### src/rtl/run_limit_monitor.sv
module run_limit_monitor #(
  parameter int LIM_W = 6
) (
  input  logic             clk,
  input  logic             rst,
  input  logic             bit_in,
  input  logic             bit_vld,
  input  logic [LIM_W-1:0] run_limit,
  output logic             violation
);

  localparam logic [LIM_W-1:0] CNT_MAX = {LIM_W{1'b1}};
  localparam logic [LIM_W-1:0] LIM_TOP = CNT_MAX - 1'b1;

  logic [LIM_W-1:0] cnt;
  logic             last_bit;
  logic [LIM_W-1:0] lim_eff;
  logic             same;

  assign lim_eff   = (run_limit == CNT_MAX) ? LIM_TOP : run_limit;
  assign same      = (cnt != '0) && (bit_in == last_bit);
  assign violation = (lim_eff != '0) && (cnt > lim_eff);

  always_ff @(posedge clk) begin
    if (rst) begin
      cnt      <= '0;
      last_bit <= 1'b0;
    end else if (bit_vld) begin
      last_bit <= bit_in;
      if (!same)
        cnt <= {{(LIM_W-1){1'b0}}, 1'b1};
      else if (cnt != CNT_MAX)
        cnt <= cnt + 1'b1;
    end
  end

  a_r1_reset_clears: assert property (@(posedge clk)
    rst |=> (cnt == '0) && !violation);

  a_r2_idle_holds: assert property (@(posedge clk) disable iff (rst)
    !bit_vld |=> $stable(cnt) && $stable(last_bit));

  a_r2_grow: assert property (@(posedge clk) disable iff (rst)
    (bit_vld && cnt != '0 && bit_in == last_bit && cnt != CNT_MAX)
      |=> cnt == $past(cnt) + 1'b1);

  a_r3_restart: assert property (@(posedge clk) disable iff (rst)
    (bit_vld && cnt != '0 && bit_in != last_bit)
      |=> (cnt == 1) && !violation);

  a_r7_saturate: assert property (@(posedge clk) disable iff (rst)
    (bit_vld && cnt == CNT_MAX && bit_in == last_bit) |=> cnt == CNT_MAX);

  a_r5_disabled: assert property (@(posedge clk) disable iff (rst)
    (run_limit == '0) |-> !violation);

endmodule

### config.mk
export PLATFORM = sky130hd
export DESIGN_NAME = run_limit_monitor
export DESIGN_NICKNAME = d
export VERILOG_FILES = /design/src/rtl/run_limit_monitor.sv
export SDC_FILE = /design/constraint.sdc
export NUM_CORES = 1
export LEC_CHECK = 0
export ABC_AREA = 1
export BUFFER_PORTS_ARGS = -buffer_cell sky130_fd_sc_hd__buf_4
export CAP_MARGIN = 20
export CORE_MARGIN = 1
export CORE_UTILIZATION = 46
export DETAILED_ROUTE_END_ITERATION = 8
export PLACE_DENSITY = 0.79
export SETUP_SLACK_MARGIN = 0.1
export SLEW_MARGIN = 10
export SYNTH_ARGS = -nofsm -noshare
export SYNTH_HDL_FRONTEND = slang
export SYNTH_SLANG_ARGS = --single-unit
### constraint.sdc
create_clock -name clk -period 1.31 [get_ports clk]
set_clock_uncertainty 0.2 [all_clocks]
set_input_delay 0.131 -clock clk [delete_from_list [all_inputs] [get_ports clk]]
set_output_delay 0.131 -clock clk [all_outputs]
set_load 0.01 [all_outputs]
==> impl_metrics.csv <==
group,metric,value,unit
run_status,outcome,"finished, violations left",
run_status,violations,"negative setup slack",
routing,via_count,761,
worst_hold_path,min_to,"cnt[2]$_SDFFE_PP0P_",
job,maxCapViolations,0,
place,port_buffers,10,
sta,slew_headroom,0.8052,
cells_and_area,diodes,0,
floorplanning,row_count,13,
yosys,synth.distinct_cells,22,
routing,wl_met1,779,um
routing,drt_first_pass_iters,6,
sta,fin_crit_sh,1.325,
worst_hold_path,whs_path_depth,4,
worst_setup_path,crit_chain,"ha_4 > nand2_2 > nor2_2 > nand3_1 > o31ai_1 > nor2_1 > buf_4",
worst_setup_path,max_stage_delay,0.36,ns
worst_setup_path,rr_startpoint,"cnt[4]$_SDFFE_PP0P_",
place,dp_slack,-0.1582,ns
cells_and_area,multi_input_area,590.6,um2
worst_setup_path,reg2reg_slack,-0.20,ns
yosys,async_flop_share,0,
sta,setup_ws,-0.4256,ns
yosys,synth_ff_type,"dfxtp_1",
floorplanning,die_y,39.93,um
sta,setup_viol,7,
routing,dr.first_iter.drc_count,29,
clock_tree,cts_tree,"yes",
grt,grt_overflow,0,
worst_setup_path,startpoint_type,"flop",
power_and_ir_drop,power_density,622.3,mW/mm2
sta,hold_viol,0,
sta,rsz0062_at_grt,"true",
yosys,synth_seq_cells,7,
routing,detail_route.wl_per_cell,12.97,um
clock_tree,clockBufferDepth,2,
routing,via_per_inst,5.397,
worst_setup_path,path_delay_family,"flip-flops",
worst_setup_path,required,0.98,ns
yosys,synth_most_common_cell,"nand2_1",
cells_and_area,drive_above_1_share,0.5556,
grt,grt_pass1_wl,2553,um
sta,finalCriticalPeriod,1.736,ns
floorplanning,die_area,0.001594,mm2
power_and_ir_drop,ir_drop,504.5,uV
routing,wl,1829,um
yosys,synth.yosys.seq_area_share,0.2117,
floorplanning,start_util,0.5024,
clock_tree,clk_latency,0.26,ns
worst_setup_path,critPathSlowestCell,"dfxtp_4",
clock_tree,root_buffer,"clkbuf_4",
routing,wl_met2,948,um
routing,wl_met3,70,um
worst_setup_path,critPathMaxFanout,2,
sta,final_max_slew_viol_count,0,
yosys,synth_top_area_cell,"dfxtp_1",
clock_tree,cts_buffers,3,
yosys,yosysTopAreaCellShare,0.2117,
worst_setup_path,path_buf_inv,1,
worst_setup_path,reg2reg_depth,9,
floorplanning,dieWidth,39.93,um
power_and_ir_drop,p_leak,0.0004713,uW
routing,drc,0,
cells_and_area,num-fill-cells,85,
grt,antenna_found_initial,0,
worst_hold_path,min_from,"rst",
grt,grt_pass1_vias,616,
worst_setup_path,reg2reg_to,"cnt[1]$_SDFFE_PP0P_",
worst_setup_path,worstSetupPathType,"reg2out",
worst_setup_path,crit_arrival,1.40,ns
yosys,synth_edf_count,0,
worst_hold_path,hold_path.class,"in2reg",
clock_tree,clkTransAtPathRegs,0.07,ns
floorplanning,core,0.001318,mm2
cells_and_area,areaGrowthSynthToFinish,60.30,%
sta,fin_tns_setup,-1.380,ns
worst_setup_path,end_kind,"output port",
yosys,synthesis.area,661.9,um2
clock_tree,htreeDepth,1,
yosys,synth_nets,116,
sta,worst_pin_slew,0.2912,ns
place,place.gp.congestion,0.8690,
grt,grt_start_max_net_pins,11,
floorplanning,io_pins,11,
yosys,ys_warn_count,0,
yosys,synth_cells,98,
yosys,synth_top_cells_by_count,"17 x nand2_1, 14 x inv_1, 11 x nor2_1, 10 x nand3_1, 8 x ha_1",
cells_and_area,seqCellArea,157.7,um2
yosys,synth_area_leaders,"dfxtp_1 21%, ha_1 15%, nand2_1 9.6%",
place,hpwl,1236,um
yosys,synth.avg_cell_area,6.754,um2
cells_and_area,finalNetCount,145,
routing,drtAntennaViolNets,0,
routing,highest_layer,"met4",
clock_tree,clock-sinks,7,
grt,grtUsageTotal,0.2514,
cells_and_area,fin_util,0.8053,
sta,clock.fmax,576.2,MHz
how the worst max path moves through the flow:
stage	start	to	slack, ns	depth (start not counted)
after floorplan	cnt[5]$_SDFFE_PP0P_	violation	-0.002	6
after global placement	run_limit[1]	violation	-0.13	8
after detailed placement	cnt[3]$_SDFFE_PP0P_	violation	-0.16	7
after CTS	cnt[4]$_SDFFE_PP0P_	violation	-0.43	7
after global routing	cnt[4]$_SDFFE_PP0P_	violation	-0.49	7
final	cnt[4]$_SDFFE_PP0P_	violation	-0.43	7
worst reg2reg max path, cell delays in order (launching register included):
cell and delay [ns]:
dfxtp_4 0.36, buf_4 0.13, buf_6 0.11, buf_6 0.11, nor2_4 0.09, nand3_4 0.10, nand2_2 0.08, inv_2 0.05
a21oi_2 0.12, nor2_1 0.04
sequential cells by signal, indices dropped and copies added, names as in the netlist:
| signal | count |
|---|---|
| last_bit | 1 |
| cnt | 6 |
power breakdown:
| group | switching, uW | internal [uW] | total (uW) | leakage, uW |
|---|---|---|---|---|
| registers | 12.0 | 218 | 230 | 0.0000610 |
| clock network | 100 | 117 | 217 | 0.0000150 |
| logic | 112 | 101 | 213 | 0.000395 |
| total | 224 | 437 | 660 | 0.000471 |
layer usage:
layer	vias up	GRT usage
met5	-	0
li1	374	-
met4	0	0.1466
met2	28	0.4234
met3	6	0.06667
met1	353	0.2809
area by class of cell:
| cell class | instances | share of cell area |
|---|---|---|
| Inverter | 18 | 0.06368 |
| Timing Repair Buffer | 25 | 0.1887 |
| Multi-Input combinational cell | 72 | 0.5566 |
| Clock buffer | 4 | 0.02476 |
| Sequential cell | 7 | 0.1486 |
| Tap cell | 15 | 0.01769 |
stage by stage:
step | instances | total power, uW | cell area [um2] | hold slack, ns
after floorplan | 98 | 347.4 | 757.0 | 0.06891
after global placement | 133 | 406.7 | 919.6 | 0.1941
after detailed placement | 133 | 412.7 | 919.6 | 0.2042
after CTS | 141 | 654.1 | 1047 | 0.006140
after global routing | 141 | 700.7 | 1061 | 0.009719
final | 141 | 660.3 | 1061 | 0.009876
cell usage in the layout, fill, tap and decap left out, drive strengths merged:
cell type	n
buf	23
nand2	21
inv	17
nor2	14
nand3	13
ha	8
a21oi	8
dfxtp	7
clkbuf	4
o21ai	3
nand4	2
dlygate4sd3	2
o21a	1
o21bai	1
o31ai	1
clkinv	1
logic make-up after synthesis:
logic type	Yosys count	share of synthesized area
flops	7	0.2117
buf+inv	19	0.1229
simple gates	50	0.3913
compound gates	14	0.1229
fa+ha+maj	8	0.1512
repair_timing:
action,in CTS,in global routing
endpoints found under the setup margin,7,7
endpoints found under the hold margin,1,0
pin swaps,12,5
buffers inserted,2,0
gates resized for setup,16,4
hold buffers,2,0
Note: power is estimated with default switching activity, not from simulation.
